[src/rtl/agu_pkg.sv]
package agu_pkg;

   typedef enum logic [2:0] {
      AM_DISP   = 3'd0,
      AM_INDEX  = 3'd1,
      AM_SCALED = 3'd2,
      AM_RING   = 3'd3,
      AM_MIRROR = 3'd4,
      AM_STRIDE = 3'd5,
      AM_RSV6   = 3'd6,
      AM_RSV7   = 3'd7
   } agu_mode_e;

   // Modes that walk a pointer and may write it back
   function automatic logic mode_walks(input agu_mode_e m);
      return (m == AM_RING) || (m == AM_MIRROR) || (m == AM_STRIDE);
   endfunction

   // Modes whose address is the pointer itself
   function automatic logic mode_is_ptr(input agu_mode_e m);
      return (m == AM_RING) || (m == AM_MIRROR) || (m == AM_STRIDE) ||
             (m == AM_RSV6) || (m == AM_RSV7);
   endfunction

endpackage

[src/rtl/agu_linear.sv]
module agu_linear
   import agu_pkg::*;
#(
   parameter int AW  = 16,
   parameter int SHW = 2
) (
   input  agu_mode_e         mode,
   input  logic [AW-1:0]     base,
   input  logic [AW-1:0]     index,
   input  logic [AW-1:0]     offset,
   input  logic [SHW-1:0]    scale_sh,
   output logic [AW-1:0]     lin_addr
);

   logic [AW-1:0] addend;
   logic [AW-1:0] idx_scaled;

   assign idx_scaled = index << scale_sh;

   always_comb begin
      unique case (mode)
         AM_DISP:   addend = offset;
         AM_INDEX:  addend = index;
         AM_SCALED: addend = idx_scaled;
         default:   addend = '0;
      endcase
   end

   assign lin_addr = base + addend;

endmodule

[src/rtl/agu_mirror.sv]
module agu_mirror #(
   parameter int AW = 16,
   parameter int NW = $clog2(AW + 1)
) (
   input  logic [AW-1:0] din,
   input  logic [NW-1:0] nbits,
   output logic [AW-1:0] dout
);

   localparam int IW = (AW > 1) ? $clog2(AW) : 1;
   localparam logic [NW-1:0] AW_N = NW'(AW);

   logic [NW-1:0] n_eff;

   assign n_eff = (nbits > AW_N) ? AW_N : nbits;

   // One mux per output bit: mirrored source below n_eff, own bit above
   for (genvar g = 0; g < AW; g++) begin : g_bit
      always_comb begin
         int src;
         logic [IW-1:0] sel;
         src = int'(n_eff) - 1 - g;
         sel = src[IW-1:0];
         if (g < int'(n_eff)) dout[g] = din[sel];
         else                 dout[g] = din[g];
      end
   end

endmodule

[src/rtl/agu_ring.sv]
module agu_ring #(
   parameter int AW = 16
) (
   input  logic [AW-1:0] ptr,
   input  logic [AW-1:0] step,
   input  logic [AW-1:0] start,
   input  logic [AW-1:0] len,
   output logic [AW-1:0] nxt
);

   localparam int EW = AW + 1;

   logic [EW-1:0] sum;
   logic [EW-1:0] limit;
   logic [EW-1:0] folded;

   assign sum    = {1'b0, ptr}   + {1'b0, step};
   assign limit  = {1'b0, start} + {1'b0, len};
   assign folded = sum - {1'b0, len};
   assign nxt    = (sum >= limit) ? folded[AW-1:0] : sum[AW-1:0];

endmodule

[src/rtl/dsp_agu.sv]
module dsp_agu
   import agu_pkg::*;
#(
   parameter int AW  = 16,
   parameter int SHW = 2,
   parameter int NW  = $clog2(AW + 1)
) (
   input  logic            clk,
   input  logic            rst_n,
   input  logic [2:0]      mode,
   input  logic [AW-1:0]   base,
   input  logic [AW-1:0]   index,
   input  logic [AW-1:0]   offset,
   input  logic [SHW-1:0]  scale_sh,
   input  logic [AW-1:0]   buf_start,
   input  logic [AW-1:0]   buf_len,
   input  logic [AW-1:0]   step,
   input  logic [NW-1:0]   rev_bits,
   input  logic            upd_en,
   output logic [AW-1:0]   eff_addr,
   output logic [AW-1:0]   ptr_next,
   output logic            ptr_valid
);

   if (AW < 4 || AW > 64) begin : g_bad_aw
      $error("dsp_agu: AW must lie in 4..64");
   end
   if (SHW < 1 || (1 << SHW) > AW) begin : g_bad_shw
      $error("dsp_agu: SHW out of range for AW");
   end
   if (NW < $clog2(AW + 1)) begin : g_bad_nw
      $error("dsp_agu: NW too narrow to express AW");
   end

   agu_mode_e     m;
   logic [AW-1:0] lin_addr;
   logic [AW-1:0] mir_addr;
   logic [AW-1:0] ring_nxt;
   logic [AW-1:0] lin_nxt;
   logic [AW-1:0] walk_nxt;
   logic          load;

   assign m = agu_mode_e'(mode);

   agu_linear #(.AW(AW), .SHW(SHW)) u_lin (
      .mode     (m),
      .base     (base),
      .index    (index),
      .offset   (offset),
      .scale_sh (scale_sh),
      .lin_addr (lin_addr)
   );

   agu_mirror #(.AW(AW), .NW(NW)) u_mir (
      .din   (base),
      .nbits (rev_bits),
      .dout  (mir_addr)
   );

   agu_ring #(.AW(AW)) u_ring (
      .ptr   (base),
      .step  (step),
      .start (buf_start),
      .len   (buf_len),
      .nxt   (ring_nxt)
   );

   assign lin_nxt  = base + step;
   assign walk_nxt = (m == AM_RING) ? ring_nxt : lin_nxt;

   always_comb begin
      if (m == AM_MIRROR)      eff_addr = mir_addr;
      else if (mode_is_ptr(m)) eff_addr = base;
      else                     eff_addr = lin_addr;
   end

   assign load = upd_en && mode_walks(m);

   always_ff @(posedge clk or negedge rst_n) begin
      if (!rst_n) begin
         ptr_next  <= '0;
         ptr_valid <= 1'b0;
      end else begin
         ptr_valid <= load;
         if (load) ptr_next <= walk_nxt;
      end
   end

endmodule

[config.mk]
export PLATFORM = sky130hd
export DESIGN_NAME = dsp_agu
export DESIGN_NICKNAME = d
export VERILOG_FILES = /design/src/rtl/agu_pkg.sv /design/src/rtl/agu_linear.sv /design/src/rtl/agu_mirror.sv /design/src/rtl/agu_ring.sv /design/src/rtl/dsp_agu.sv
export SDC_FILE = /design/constraint.sdc
export NUM_CORES = 1
export LEC_CHECK = 0
export ABC_AREA = 1
export BUFFER_PORTS_ARGS = -buffer_cell sky130_fd_sc_hd__buf_4
export CAP_MARGIN = 20
export CORE_UTILIZATION = 25
export DETAILED_ROUTE_END_ITERATION = 7
export PLACE_DENSITY_LB_ADDON = 0.3
export SLEW_MARGIN = 30
export SYNTH_ARGS = -nofsm -noshare
export SYNTH_HDL_FRONTEND = slang
export SYNTH_HIERARCHICAL = 1
export SYNTH_SLANG_ARGS = --single-unit
[constraint.sdc]
create_clock -name clk -period 2.4 [get_ports clk]
set_input_delay 0.24 -clock clk [delete_from_list [all_inputs] [get_ports clk]]
set_output_delay 0.24 -clock clk [all_outputs]
set_load 0.02 [all_outputs]
# After elaboration in Yosys (flattened, before gate mapping)
# Cells that the tools add are included.
[word_totals]
ff_bits = 17
inputBits = 109
output_inout_bits = 33
[op_classes]
add_sub_neg = 21
order_cmp = 34
eq_ne = 7
shift = 1
mux = 54
reduce_logical = 6
[op_table]
columns = ["op", "count"]
rows = [
  ["4-bit by 5-bit less-than comparator with 1-bit output (second input constant)", 16],
  ["1-bit binary-select mux with 4-bit select", 16],
  ["16-bit 2-to-1 mux", 4],
  ["16-bit one-hot mux with 3 select lines", 1],
  ["4-bit by 5-bit less-than comparator with 1-bit output (first input constant)", 8],
  ["16-bit by 16-bit adder with 17-bit output", 2],
  ["16-bit adder", 2],
  ["1-bit 2-to-1 mux", 32],
  ["4-bit subtractor (second input constant)", 8],
  ["3-bit by 5-bit less-than comparator with 1-bit output (first input constant)", 4],
  ["17-bit >= comparator", 1],
  ["16-bit by 2-bit << shifter with 16-bit output", 1],
  ["16-bit subtractor", 1],
  ["4-bit by 3-bit subtractor with 4-bit output (second input constant)", 4],
  ["3-bit equality test (second input constant)", 4],
  ["1-bit by 5-bit less-than comparator with 1-bit output (first input constant)", 2],
  ["2-bit by 5-bit less-than comparator with 1-bit output (first input constant)", 2],
  ["4-bit by 1-bit subtractor with 4-bit output (second input constant)", 2],
  ["4-bit by 2-bit subtractor with 4-bit output (second input constant)", 2],
  ["3-bit by 2-bit equality test with 1-bit output (second input constant)", 2],
  ["5-bit greater-than comparator (second input constant)", 1],
  ["5-bit 2-to-1 mux", 1],
  ["1-bit logical OR", 4],
  ["3-bit by 1-bit equality test with 1-bit output (second input constant)", 1],
  ["other kinds (2)", 2],
]

# Logic depth before layout (Yosys ltp)
# Gate-level depths: netlist of the first run.
[depth]
depth_word = 8
mapped_depth = 27
mapped_depth_nobuf = 26

# By module
# Netlist of the first run, hierarchy kept.
[by_module_without_submodules]
columns = ["mod", "instances", "cells_per_inst", "area_per_inst_um2", "seq_area_each_um2"]
rows = [
  ["agu_ring", 1, 452, 2856.5, 0.0],
  ["dsp_agu", 1, 358, 2038.2, 425.4],
  ["agu_linear", 1, 313, 1600.3, 0.0],
  ["agu_mirror", 1, 335, 1481.4, 0.0],
]

# Least setup slack after synthesis of the first run
# No wires, ideal clock.
[synth_timing]
kind = "input -> register"
start = "in step[0]"
end = "reg ptr_next[10]"
setup_time_ns = 0.065
t_arrival_ns = 3.249
required_ns = 2.335
slack_ns = -0.914
stages = 21
path_buffers = 1
path_cell_list = "ha_1 -> fa_1 -> nand3_1 -> nand3_1 -> nand3_1 -> nand3_1 -> nand3_1 -> nand2_1 -> a21oi_1 -> o21bai_1 -> ha_1 -> nand2_1 -> nor2_1 -> a211oi_2 -> clkbuf_1 -> nand3_1 -> nand2_2 -> nor2_1 -> nor2_1 -> nand2_1 -> nand2_1"
[synth_via]
elab_chain_len = 4
elab_cells_between_ends = 6
[synth_rtl]
columns = ["element", "line", "text"]
rows = [
  ["from (decl)", "dsp_agu.sv:17", "input logic [AW-1:0] step,"],
  ["16-bit by 16-bit adder with 17-bit output *", "agu_ring.sv:17", "assign sum = {1'b0, ptr} + {1'b0, step};"],
  ["16-bit subtractor / 17-bit >= comparator (equally long branches)", "agu_ring.sv:19, agu_ring.sv:20", ""],
  ["16-bit 2-to-1 mux *", "agu_ring.sv:20", "assign nxt = (sum >= limit) ? folded[AW-1:0] : sum[AW-1:0];"],
  ["via ring_nxt[10]", "dsp_agu.sv:38", "logic [AW-1:0] ring_nxt;"],
  ["16-bit 2-to-1 mux *", "dsp_agu.sv:69", "assign walk_nxt = (m == AM_RING) ? ring_nxt : lin_nxt;"],
  ["to (signal assigned)", "dsp_agu.sv:85", "if (load) ptr_next <= walk_nxt;"],
  ["to (decl)", "dsp_agu.sv:21", "output logic [AW-1:0] ptr_next,"],
]
# Mark *: on every way through the listed nets, which the timed path passes. The rest lies on a longest branch.
# A chain may end at the register's enable or synchronous reset.

# Worst setup path in the final report of the first run
[layout_timing]
start = "in step[0]"
end = "reg ptr_next[6]"
# The elaborated chain is that of the path after synthesis.

==> results of run 1 <==
==> metal layers <==
layer,track usage,routed length (um),vias to the layer above
li1,-,-,5541
met1,0.269,15600,4920
met2,0.347,16100,259
met3,0.0129,1370,63
met4,0.0561,1050,0
met5,0,0,-
==> worst max path at each step <==
stage	cells past startpoint	from	slack (ns)	end
after floorplan	22	buf_start[0]	-0.67	ptr_next[11]
after global placement	26	step[0]	-1.05	ptr_next[14]
after detailed placement	27	step[0]	-1.10	ptr_next[14]
after CTS	25	base[0]	-0.64	ptr_next[8]
after global routing	21	buf_len[6]	-0.84	ptr_next[6]
final	21	step[0]	-0.64	ptr_next[6]
==> worst max-delay path, stage by stage <==
cell and delay [ns]:
buf_8 0.10, ha_4 0.16, fa_2 0.37, nand3_2 0.09
nand3_4 0.12, nand3_2 0.12, nand3_2 0.10, nand3_2 0.07
nand2_2 0.06, a21oi_1 0.13, o21bai_1 0.11, ha_4 0.30
nand2_2 0.08, buf_4 0.14, nor3_4 0.26, nand2_8 0.13
buf_6 0.15, nand3_4 0.05, nand2_2 0.07, o211ai_1 0.24
nand2_1 0.07
==> state kept, by name (all words and copies together) (netlist names) <==
name       cells
ptr_next      16
ptr_valid      1
==> kinds of logic (layout without fill, tap and decap cells) <==
logic type | count (synthesis) | count (layout) | synth area share
xor+xnor | 48 | 48 | 0.0554
flops | 17 | 17 | 0.0533
simple gates | 934 | 935 | 0.508
fa+ha+maj | 97 | 97 | 0.157
compound gates | 161 | 161 | 0.119
buf+inv | 201 | 605 | 0.107
==> power by group <==
group	switching (uW)	leakage (uW)	internal (uW)
clock	129	0.0000382	226
combinational	2600	0.00690	2180
sequential	54.0	0.000206	354
==> through the flow <==
step | total power [uW] | cells | TNS, ns | cell area (sq um)
floorplan | 2790 | 1458 | -9.68 | 8220
global placement | 4360 | 2225 | -20.65 | 11500
CTS | 5160 | 2256 | -12.79 | 12700
detailed placement | 4400 | 2225 | -21.99 | 11500
global route | 6040 | 2265 | -18.14 | 13400
finish | 5550 | 2265 | -12.99 | 13400
==> cell usage in the layout, fill, tap and decap left out, drive strengths merged <==
| cell | instances |
|---|---|
| xnor3 | 1 |
| a21oi | 73 |
| nand2 | 608 |
| clkbuf | 4 |
| xor2 | 26 |
| a31oi | 21 |
| inv | 168 |
| nor3 | 10 |
| fa | 5 |
| o21a | 2 |
| dfrtp | 17 |
| nand4 | 13 |
| xnor2 | 21 |
| ha | 92 |
| o211ai | 18 |
| a211oi | 1 |
| a21boi | 2 |
| or2 | 4 |
| and2 | 2 |
| nand3b | 7 |
| o21bai | 7 |
| clkinvlp | 2 |
| dlygate4sd3 | 1 |
| a21o | 5 |
| nand3 | 185 |
| nor2 | 106 |
| clkinv | 2 |
| buf | 428 |
| o21ai | 31 |
| o31ai | 1 |
==> cell type report <==
cell class	count	area [sq um]	share of cell area
multi-input cells	1241	8220	0.613
repair buffers	429	3510	0.262
inverters	171	671	0.0500
well taps	402	503	0.0375
flip-flops and latches	17	425	0.0317
clock buffers	4	78.8	0.00588
repair inverters	1	7.51	0.000560
==> cell usage after synthesis, drive strengths merged, types with 10 or more instances <==
cell type	number
a31oi	21
ha	92
o21ai	31
a21oi	73
nand3	185
nor3	10
xor2	26
xnor2	21
buf	24
nor2	106
inv	169
nand4	13
o211ai	18
nand2	607
dfrtp	17
==> timing repair <==
item,CTS,global route
gates resized for setup,182,139
hold buffers,1,0
pin swaps,141,138
setup buffers,22,11
hold endpoints to repair,17,0
endpoints found under the setup margin,32,32
cloned,4,0
==> metrics.json, run 1 <==
{
  "tightest_hold_margin": {"value": 0.398, "unit": "ns"},
  "syn-cell-area": {"value": 7980, "unit": "sq um"},
  "worst_ep_required_time": {"value": 2.53, "unit": "ns"},
  "drc": {"value": 0},
  "gp_congestion": {"value": 0.920},
  "setup_ws": {"value": -0.637, "unit": "ns"},
  "diodes": {"value": 0},
  "startpoint_type_of_the_worst_setup_path": {"value": "input port"},
  "number_of_h_tree_branching_levels": {"value": 1},
  "number_of_global_route_vias_before_repair": {"value": 10400},
  "ffs_latches_synth": {"value": 17},
  "finalMaxSlewViolations": {"value": 0},
  "detail_routed_net_length_per_standard_cell": {"value": 15.1, "unit": "um"},
  "reg2regPathDepth": {"value": 2},
  "synthesis.instances": {"value": 1458},
  "period_minus_slack": {"value": 3.04, "unit": "ns"},
  "p_leak": {"value": 0.00714, "unit": "uW"},
  "global_route_wire_length_before_repair": {"value": 53200, "unit": "um"},
  "yosys.cell_types.count": {"value": 47},
  "synth-seq-area-share": {"value": 0.0533},
  "timing.fmax": {"value": 329, "unit": "MHz"},
  "status": {"value": "complete, but fails checks"},
  "port_buffers": {"value": 141},
  "critical_path.reg2reg.endpoint": {"value": "ptr_next[15]"},
  "power_density": {"value": 414, "unit": "nW/um^2"},
  "1st_pass_router_iterations": {"value": 6},
  "design.final.nets": {"value": 2070},
  "worst_margin_pin_slew": {"value": 0.516, "unit": "ns"},
  "via_count": {"value": 10800},
  "filler_cell_count": {"value": 3255},
  "synth_largest_area_cell": {"value": "nand2_1"},
  "tritoncts_buffers": {"value": 3},
  "post_route_cells_drive_above_1_share": {"value": 0.399},
  "cts_tree": {"value": "yes"},
  "crit_arrival": {"value": 3.17, "unit": "ns"},
  "yosysWarningCount": {"value": 6},
  "post_synth_main_area_contributors": {"value": "nand2_1 26%, ha_1 14%, nand3_1 11%"},
  "clk_pin_slew_worst_paths": {"value": 0.06, "unit": "ns"},
  "hold_path.class": {"value": "input port to asynchronous set/reset pin"},
  "viasPerCell": {"value": 4.76},
  "timing.final.hold_violations": {"value": 0},
  "avgSynthCellArea": {"value": 5.47, "unit": "sq um"},
  "worst-path-max-fanout": {"value": 8},
  "r2r_setup_slack": {"value": 1.70, "unit": "ns"},
  "relSlewSlack": {"value": 0.655},
  "violations": {"value": "setup timing"},
  "maxCapViolCount": {"value": 0},
  "post-dp-hpwl": {"value": 27400, "unit": "um"},
  "clock-sinks": {"value": 17},
  "number_of_flops_mapped_to_enable_cells_by_yosys": {"value": 0},
  "launch_instance_of_the_worst_register_to_register_path": {"value": "ptr_next[15]"},
  "min_period_over_period": {"value": 1.27},
  "rsz0062_at_grt": {"value": "yes"},
  "drt.antenna.violating_nets": {"value": 0},
  "die-width": {"value": 181, "unit": "um"},
  "dp_slack": {"value": -1.10, "unit": "ns"},
  "grt_max_degree": {"value": 33},
  "die_height": {"value": 181, "unit": "um"},
  "final_util": {"value": 0.426},
  "grt.total_usage": {"value": 0.202},
  "maximum_ir_drop_on_the_vdd_rail": {"value": 0.185, "unit": "mV"},
  "worst_skew_pair_later_pin_latency": {"value": 0.25, "unit": "ns"},
  "cts-root-to-sink-buffers": {"value": 2},
  "timing.clock.skew": {"value": 0, "unit": "ns"},
  "async_reset_ff_frac": {"value": 1.00},
  "synth_ff_type": {"value": "dfrtp_1"},
  "num_rows": {"value": 65},
  "area_growth_syn_to_layout": {"value": 68.2, "unit": "%"},
  "core_region": {"value": 31500, "unit": "sq um"},
  "antenna_found_initial": {"value": 0},
  "synth.net_count": {"value": 1664},
  "die_area": {"value": 32600, "unit": "sq um"},
  "synth_top_area_share": {"value": 0.264},
  "category_of_the_worst_setup_path_capture_point": {"value": "flop"},
  "dr.first_iter.drc_count": {"value": 651},
  "route.final.wire_length": {"value": 34100, "unit": "um"},
  "io_pins": {"value": 142},
  "start_util": {"value": 0.253},
  "crit_type": {"value": "input port to flop"},
  "final-setup-viol-count": {"value": 30},
  "cts_root_buf": {"value": "clkbuf_16"},
  "grt_overflow": {"value": 0}
}
Power figures use the tool's default switching activity.
==> run 2, diff against run 1 <==
CELL_PAD_IN_SITES_DETAIL_PLACEMENT = 0   (was default)
CELL_PAD_IN_SITES_GLOBAL_PLACEMENT = 2   (was default)
SKIP_CTS_REPAIR_TIMING = 1   (was default)
==> run 2 against run 1 <==
  * The flow still finishes with violations (setup timing)
  * Critical endpoint is now ptr_next[14]
  * Final area rose by 1.2%
  * Clock skew did not move
  * Sequential power rose by 3%
  * Worst hold slack improved by 0.0035 ns
  * Critical path type unchanged
  * Highest routed layer unchanged
==> metrics.json, run 2 (same netlist as run 1, synthesis figures left out) <==
{
  "startpoint_type_of_the_worst_setup_path": {"value": "input port", "change": "unchanged"},
  "route.final.wire_length": {"value": 34500, "unit": "um", "change": "was 34,100 um"},
  "timing.clock.skew": {"value": 0, "unit": "ns", "change": "unchanged"},
  "hold_path.class": {"value": "input port to asynchronous set/reset pin", "change": "unchanged"},
  "die_area": {"value": 32600, "unit": "sq um", "change": "unchanged"},
  "p_leak": {"value": 0.00719, "unit": "uW", "change": "was 0.00714 uW"},
  "crit_type": {"value": "input port to flop", "change": "unchanged"},
  "period_minus_slack": {"value": 3.05, "unit": "ns", "change": "was 3.04 ns"},
  "area_growth_syn_to_layout": {"value": 70.2, "unit": "%", "change": "was 68.2%"},
  "num_rows": {"value": 65, "change": "unchanged"},
  "layout_commonest_cell": {"value": "nand2_1", "change": "unchanged"},
  "cts_root_buf": {"value": "clkbuf_16", "change": "unchanged"},
  "cts-root-to-sink-buffers": {"value": 2, "change": "unchanged"},
  "worst-path-max-fanout": {"value": 4, "change": "was 8"},
  "dp_slack": {"value": -1.14, "unit": "ns", "change": "was -1.10 ns"},
  "tritoncts_buffers": {"value": 3, "change": "unchanged"},
  "status": {"value": "complete, but fails checks", "change": "unchanged"},
  "cts_tree": {"value": "yes", "change": "unchanged"},
  "placement.cell_area": {"value": 11500, "unit": "sq um", "change": "unchanged"},
  "worst_margin_pin_slew": {"value": 0.643, "unit": "ns", "change": "was 0.516 ns"},
  "grt_max_degree": {"value": 33, "change": "unchanged"},
  "gp_congestion": {"value": 0.871, "change": "was 0.920"},
  "crit_arrival": {"value": 3.24, "unit": "ns", "change": "was 3.17 ns"},
  "antenna_found_initial": {"value": 0, "change": "unchanged"},
  "filler_cell_count": {"value": 3332, "change": "was 3,255"},
  "clock-sinks": {"value": 17, "change": "unchanged"},
  "largest_register_ffs": {"value": 16, "change": "unchanged"},
  "drc": {"value": 0, "change": "unchanged"},
  "global_route_wire_length_before_repair": {"value": 52400, "unit": "um", "change": "was 53,200 um"},
  "timing.final.hold_violations": {"value": 0, "change": "unchanged"},
  "core_region": {"value": 31500, "unit": "sq um", "change": "unchanged"},
  "timing.fmax": {"value": 327, "unit": "MHz", "change": "was 329 MHz"},
  "relSlewSlack": {"value": 0.570, "change": "was 0.655"},
  "detail_routed_net_length_per_standard_cell": {"value": 15.1, "unit": "um", "change": "about the same"},
  "io_pins": {"value": 142, "change": "unchanged"},
  "rsz0062_at_grt": {"value": "yes", "change": "unchanged"},
  "post-dp-hpwl": {"value": 28500, "unit": "um", "change": "was 27,400 um"},
  "number_of_global_route_vias_before_repair": {"value": 9932, "change": "was 10,400"},
  "max_flop_register": {"value": "ptr_next", "change": "unchanged"},
  "reg2regPathDepth": {"value": 2, "change": "unchanged"},
  "top_regs": {"value": "ptr_next (16), ptr_valid (1)", "change": "unchanged"},
  "worst_ep_required_time": {"value": 2.58, "unit": "ns", "change": "was 2.53 ns"},
  "port_buffers": {"value": 141, "change": "unchanged"},
  "layout_common_cells": {"value": "505 x nand2_1, 388 x buf_4, 149 x inv_1", "change": "was 502 x nand2_1, 384 x buf_4, 147 x inv_1"},
  "violations": {"value": "setup timing", "change": "unchanged"},
  "maxCapViolCount": {"value": 0, "change": "unchanged"},
  "design.final.nets": {"value": 2085, "change": "was 2,070"},
  "min_period_over_period": {"value": 1.27, "change": "about the same"},
  "final_design_area_no_fill": {"value": 13600, "unit": "sq um", "change": "was 13,400 sq um"},
  "diodes": {"value": 0, "change": "unchanged"},
  "final-setup-viol-count": {"value": 30, "change": "unchanged"},
  "1st_pass_router_iterations": {"value": 5, "change": "was 6"},
  "dr.first_iter.drc_count": {"value": 613, "change": "was 651"},
  "start_util": {"value": 0.253, "change": "unchanged"},
  "layout.cells.non_filler": {"value": 2280, "change": "was 2,265"},
  "grt.total_usage": {"value": 0.199, "change": "was 0.202"},
  "finalMaxSlewViolations": {"value": 0, "change": "unchanged"},
  "grt_overflow": {"value": 0, "change": "unchanged"},
  "maximum_ir_drop_on_the_vdd_rail": {"value": 0.198, "unit": "mV", "change": "was 0.185 mV"},
  "layout.area.seq": {"value": 425, "unit": "sq um", "change": "unchanged"},
  "setup_ws": {"value": -0.654, "unit": "ns", "change": "was -0.637 ns"},
  "via_count": {"value": 10600, "change": "was 10,800"},
  "die_height": {"value": 181, "unit": "um", "change": "unchanged"},
  "post-place-cells": {"value": 2230, "change": "was 2,225"},
  "die-width": {"value": 181, "unit": "um", "change": "unchanged"},
  "post_route_cells_drive_above_1_share": {"value": 0.412, "change": "was 0.399"},
  "number_of_h_tree_branching_levels": {"value": 1, "change": "unchanged"},
  "drt.antenna.violating_nets": {"value": 0, "change": "unchanged"},
  "category_of_the_worst_setup_path_capture_point": {"value": "flop", "change": "unchanged"},
  "multiInputGateArea": {"value": 8290, "unit": "sq um", "change": "was 8220 sq um"},
  "clk_pin_slew_worst_paths": {"value": 0.06, "unit": "ns", "change": "about the same"},
  "power_density": {"value": 418, "unit": "nW/um^2", "change": "was 414 nW/um^2"},
  "r2r_setup_slack": {"value": 1.71, "unit": "ns", "change": "was 1.70 ns"},
  "viasPerCell": {"value": 4.65, "change": "was 4.76"},
  "worst_skew_pair_later_pin_latency": {"value": 0.25, "unit": "ns", "change": "about the same"}
}
## run 2: changes by cell type in the layout (fill, tap and decap cells not counted), sizes merged
cell | before | now
nand2 | 608 | 609
buf | 428 | 442
## run 2: where the power goes
| group | internal, uW | switching, uW |
|---|---|---|
| Clock | 226 | 117 |
| Sequential | 354 | 65.4 |
| Combinational | 2280 | 2630 |
| Total | 2860 | 2810 |
## run 2: worst max-delay path: stages
cell and delay (ns):
buf_4 0.12, ha_4 0.24, a21oi_2 0.15, nand2_2 0.10, a21oi_2 0.13, nor2_1 0.05, nor2_1 0.15, xnor2_1 0.10
buf_4 0.17, ha_4 0.28, nand2_1 0.07, o21ai_1 0.19, nand2_1 0.10, nand3_2 0.08, nand2_1 0.04, nand3b_1 0.17
nand3_1 0.10, nand2_1 0.08, nand2_1 0.07, nand2_1 0.05, nand2_1 0.07, nand2_1 0.07, nand2_2 0.08, nor2_2 0.04
nor2_2 0.17, nand2_1 0.06, nand2_1 0.05
## run 2: final timing paths
path | from | end
worst max-delay path | step[2] | ptr_next[14]
worst min-delay path | rst_n | ptr_next[3]
worst max register to register | ptr_next[4] | ptr_next[4]
worst min register to register | ptr_next[7] | ptr_next[7]
max in group asynchronous | rst_n | ptr_next[11]
min in group clk | upd_en | ptr_next[4]
## run 2: metal layers
layer / global-route usage / wire, um / vias to the layer above
met5: 0 / 0 / -
met4: 0.0287 / 391 / 0
met3: 0.0139 / 1280 / 23
met2: 0.324 / 15700 / 226
met1: 0.289 / 17100 / 4765
li1: - / - / 5586
## run 2: cell type report
class                      count  area share
timing repair inverter         1    0.000369
timing repair buffer         443       0.265
tap                          402      0.0370
sequential                    17      0.0313
multi-input combinational   1242       0.611
clock buffer                   4     0.00581
inverter                     171      0.0498
## run 2: metrics by stage
step           hold slack (ns)  utilization  TNS [ns]  power [uW]
6_report                 0.402        0.431    -13.87        5680
5_1_grt                  0.424        0.431    -19.62        6210
4_1_cts                 -0.137        0.369    -19.23        4760
3_5_place_dp             0.130        0.367    -23.19        4400
3_3_place_gp             0.128        0.367    -22.52        4380
2_1_floorplan          -0.0556            -     -9.68        2790
==> run 3, diff against run 2 <==
ABC_AREA = default   (was 1)
==> run 3 against run 2 <==
  * The flow still finishes with violations (setup timing)
  * Power shrank 6.8%
  * First-iteration DRC count is 29% lower
  * Fmax is 27% lower
  * Clock-buffer cell count stayed put
  * Sequential share of layout area increased by 0.33 points
  * Sequential power grew 4.8%
  * Cell count is 23% lower
  * Combinational power decreased by 8.4%
==> metrics.json, run 3 <==
{
  "status": {"value": "complete, but fails checks", "change": "unchanged"},
  "violations": {"value": "setup timing", "change": "unchanged"},
  "layout_common_cells": {"value": "400 x buf_4, 99 x nor2_1, 81 x ha_1", "change": "was 505 x nand2_1, 388 x buf_4, 149 x inv_1"},
  "detail_routed_net_length_per_standard_cell": {"value": 16.5, "unit": "um", "change": "was 15.1 um"},
  "wirelength_met1": {"value": 14200, "unit": "um", "change": "was 17,100 um"},
  "route.final.wire_length": {"value": 29000, "unit": "um", "change": "was 34,500 um"},
  "post_synth_main_area_contributors": {"value": "ha_1 15%, mux2i_1 7.2%, a21oi_1 6.0%", "change": "was nand2_1 26%, ha_1 14%, nand3_1 11%"},
  "die-width": {"value": 176, "unit": "um", "change": "was 181 um"},
  "maxUsedRoutingLayer": {"value": "met4", "change": "unchanged"},
  "synth_ff_type": {"value": "dfrtp_1", "change": "unchanged"},
  "layout.area.seq": {"value": 425, "unit": "sq um", "change": "unchanged"},
  "die_height": {"value": 176, "unit": "um", "change": "was 181 um"},
  "startpoint_type_of_the_worst_setup_path": {"value": "input port", "change": "unchanged"},
  "category_of_the_worst_setup_path_capture_point": {"value": "flop", "change": "unchanged"},
  "antenna_found_initial": {"value": 1, "change": "was 0"},
  "maxCapViolCount": {"value": 0, "change": "unchanged"},
  "p_leak": {"value": 0.00572, "unit": "uW", "change": "was 0.00719 uW"},
  "worst_margin_pin_slew": {"value": 0.677, "unit": "ns", "change": "was 0.643 ns"},
  "cts_root_buf": {"value": "clkbuf_16", "change": "unchanged"},
  "critical_path.reg2reg.endpoint": {"value": "ptr_next[15]", "change": "was ptr_next[4]"},
  "tightest_hold_margin": {"value": 0.383, "unit": "ns", "change": "was 0.402 ns"},
  "viasPerCell": {"value": 4.95, "change": "was 4.65"},
  "gp_congestion": {"value": 0.853, "change": "was 0.871"},
  "tritoncts_buffers": {"value": 3, "change": "unchanged"},
  "grt.total_usage": {"value": 0.179, "change": "was 0.199"},
  "period_minus_slack": {"value": 4.20, "unit": "ns", "change": "was 3.05 ns"},
  "yosys.cell_types.count": {"value": 93, "change": "was 47"},
  "post_route_cells_drive_above_1_share": {"value": 0.484, "change": "was 0.412"},
  "grt_overflow": {"value": 0, "change": "unchanged"},
  "yosysWarningCount": {"value": 6, "change": "unchanged"},
  "synth.net_count": {"value": 1180, "change": "was 1,664"},
  "dr.first_iter.drc_count": {"value": 434, "change": "was 613"},
  "design.final.nets": {"value": 1573, "change": "was 2,085"},
  "max_flop_register": {"value": "ptr_next", "change": "unchanged"},
  "setup_ws": {"value": -1.80, "unit": "ns", "change": "was -0.654 ns"},
  "hold_path_end": {"value": "ptr_next[14]"},
  "timing.fmax": {"value": 238, "unit": "MHz", "change": "was 327 MHz"},
  "launch_instance_of_the_worst_register_to_register_path": {"value": "ptr_next[15]", "change": "was ptr_next[4]"},
  "maximum_ir_drop_on_the_vdd_rail": {"value": 0.276, "unit": "mV", "change": "was 0.198 mV"},
  "ffs_latches_synth": {"value": 17, "change": "unchanged"},
  "post-dp-hpwl": {"value": 23800, "unit": "um", "change": "was 28,500 um"},
  "power.internal": {"value": 2920, "unit": "uW", "change": "was 2860 uW"},
  "crit_arrival": {"value": 4.32, "unit": "ns", "change": "was 3.24 ns"},
  "min_period_over_period": {"value": 1.75, "change": "was 1.27"},
  "hold_path.class": {"value": "input port to flop", "change": "was input port to asynchronous set/reset pin"},
  "via_count": {"value": 8698, "change": "was 10,600"},
  "relSlewSlack": {"value": 0.537, "change": "was 0.570"},
  "synth_largest_area_cell": {"value": "ha_1", "change": "was nand2_1"},
  "post-place-cells": {"value": 1729, "change": "was 2,230"},
  "r2r_setup_slack": {"value": 1.43, "unit": "ns", "change": "was 1.71 ns"},
  "number_of_h_tree_branching_levels": {"value": 1, "change": "unchanged"},
  "met2_length": {"value": 13300, "unit": "um", "change": "was 15,700 um"},
  "multiInputGateArea": {"value": 7690, "unit": "sq um", "change": "was 8290 sq um"},
  "syn-cell-area": {"value": 7540, "unit": "sq um", "change": "was 7980 sq um"},
  "global_route_wire_length_before_repair": {"value": 43900, "unit": "um", "change": "was 52,400 um"},
  "worst_ep_required_time": {"value": 2.52, "unit": "ns", "change": "was 2.58 ns"},
  "layout_commonest_cell": {"value": "buf_4", "change": "was nand2_1"},
  "core_region": {"value": 29600, "unit": "sq um", "change": "was 31,500 sq um"},
  "switching_share_of_total_power": {"value": 0.448, "change": "was 0.496"},
  "clock_power_share": {"value": 0.067, "change": "was 0.060"},
  "reg2regPathDepth": {"value": 3, "change": "was 2"},
  "timing.final.hold_violations": {"value": 0, "change": "unchanged"},
  "rsz0062_at_grt": {"value": "yes", "change": "unchanged"},
  "area_growth_syn_to_layout": {"value": 63.1, "unit": "%", "change": "was 70.2%"},
  "number_of_flops_mapped_to_enable_cells_by_yosys": {"value": 0, "change": "unchanged"},
  "netlist_top_cells_count": {"value": "108 x nor2_1, 92 x ha_1, 90 x a21oi_1", "change": "was 561 x nand2_1, 179 x nand3_1, 158 x inv_1"},
  "synth_top_area_share": {"value": 0.153, "change": "was 0.264"},
  "power_density": {"value": 430, "unit": "nW/um^2", "change": "was 418 nW/um^2"},
  "layout.cells.non_filler": {"value": 1757, "change": "was 2,280"},
  "power.sequential.fraction": {"value": 0.083, "change": "was 0.074"},
  "port_buffers": {"value": 141, "change": "unchanged"},
  "crit_type": {"value": "input port to flop", "change": "unchanged"},
  "drc": {"value": 0, "change": "unchanged"},
  "io_pins": {"value": 142, "change": "unchanged"},
  "drt.antenna.violating_nets": {"value": 0, "change": "unchanged"},
  "grt_max_degree": {"value": 36, "change": "was 33"},
  "power_share_of_the_combinational_group": {"value": 0.850, "change": "was 0.866"},
  "worst_skew_pair_later_pin_latency": {"value": 0.25, "unit": "ns", "change": "about the same"},
  "top_regs": {"value": "ptr_next (16), ptr_valid (1)", "change": "unchanged"},
  "synth_most_common_cell": {"value": "nor2_1", "change": "was nand2_1"},
  "die_area": {"value": 30900, "unit": "sq um", "change": "was 32,600 sq um"},
  "cts_tree": {"value": "yes", "change": "unchanged"},
  "synth-seq-area-share": {"value": 0.0564, "change": "was 0.0533"},
  "clock-sinks": {"value": 17, "change": "unchanged"},
  "netSwitchingPower": {"value": 2370, "unit": "uW", "change": "was 2810 uW"},
  "filler_cell_count": {"value": 3072, "change": "was 3,332"},
  "timing.clock.skew": {"value": 0, "unit": "ns", "change": "unchanged"},
  "hold_start": {"value": "upd_en"},
  "async_reset_ff_frac": {"value": 1.00, "change": "unchanged"},
  "setup_crit_start": {"value": "step[0]", "change": "was step[2]"},
  "number_of_global_route_vias_before_repair": {"value": 8211, "change": "was 9,932"},
  "finalMaxSlewViolations": {"value": 0, "change": "unchanged"},
  "clk_pin_slew_worst_paths": {"value": 0.06, "unit": "ns", "change": "about the same"},
  "hold-path-cell-count": {"value": 4},
  "synthesis.instances": {"value": 974, "change": "was 1,458"},
  "cts-root-to-sink-buffers": {"value": 2, "change": "unchanged"},
  "largest_register_ffs": {"value": 16, "change": "unchanged"},
  "start_util": {"value": 0.254, "change": "was 0.253"},
  "worst-path-max-fanout": {"value": 7, "change": "was 4"},
  "num_rows": {"value": 63, "change": "was 65"},
  "final-setup-viol-count": {"value": 32, "change": "was 30"},
  "1st_pass_router_iterations": {"value": 5, "change": "unchanged"},
  "avgSynthCellArea": {"value": 7.74, "unit": "sq um", "change": "was 5.47 sq um"},
  "route.met3.wl": {"value": 1080, "unit": "um", "change": "was 1280 um"}
}
## run 3: final cells by class
cell class / count / share of cell area
multi-input cells: 880 / 0.625
clock buffers: 4 / 0.00641
flip-flops and latches: 17 / 0.0346
diodes: 1 / 0.000204
inverters: 32 / 0.00977
repair buffers: 433 / 0.284
well taps: 390 / 0.0397
## run 3: routing by layer
metal | vias up | global-route usage
met5 | - | 0
met4 | 0 | 0.0275
met3 | 23 | 0.0199
met2 | 167 | 0.285
met1 | 4078 | 0.260
li1 | 4430 | -
## run 3: power groups by stage
stage | clock [uW] | sequential [uW] | combinational [uW]
2_1_floorplan | 0 | 512 | 2290
3_3_place_gp | 0 | 450 | 3890
3_5_place_dp | 0 | 449 | 3920
4_1_cts | 360 | 446 | 3950
5_1_grt | 373 | 450 | 4890
6_report | 352 | 440 | 4500
## run 3: critical path: stages
cell and delay [ns]:
buf_8 0.10, ha_4 0.15, fa_2 0.35, a21oi_2 0.15
nand4b_1 0.16, buf_4 0.13, nand4_4 0.08, and3_4 0.19
o21a_1 0.18, o21a_1 0.17, o21a_1 0.20, o21a_1 0.22
nor2_4 0.16, buf_6 0.12, ha_4 0.19, a21o_1 0.17
a211o_1 0.31, o22ai_4 0.22, buf_12 0.18, mux2_4 0.29
and3_1 0.14, a21oi_1 0.10, o21ai_0 0.08
## run 3: through the flow
step | setup WS [ns] | TNS, ns | utilization | total power, uW | area [sq um]
final | -1.80 | -39.27 | 0.415 | 5290 | 12300
after global routing | -2.01 | -44.31 | 0.415 | 5720 | 12300
after CTS | -1.92 | -41.28 | 0.380 | 4750 | 11300
after detailed placement | -2.18 | -44.79 | 0.377 | 4370 | 11200
after global placement | -2.15 | -42.93 | 0.377 | 4340 | 11200
after floorplan | -1.88 | -30.84 | - | 2800 | 7920
## run 3: cell families after synthesis
| logic type | share of synthesized area |
|---|---|
| buffers and inverters | 0.0528 |
| muxes | 0.157 |
| adders and majority gates | 0.166 |
| DFF | 0.0564 |
| xor gates and xnor gates | 0.0939 |
| and+or+nand+nor | 0.191 |
| AOI/OAI and AO/OA | 0.283 |
## run 3: how the worst max path moves through the flow
| stage | to | slack (ns) |
|---|---|---|
| finish | ptr_next[11] | -1.80 |
| global route | ptr_next[15] | -2.01 |
| CTS | ptr_next[15] | -1.92 |
| detailed placement | ptr_next[15] | -2.18 |
| global placement | ptr_next[15] | -2.15 |
| floorplan | ptr_next[15] | -1.88 |
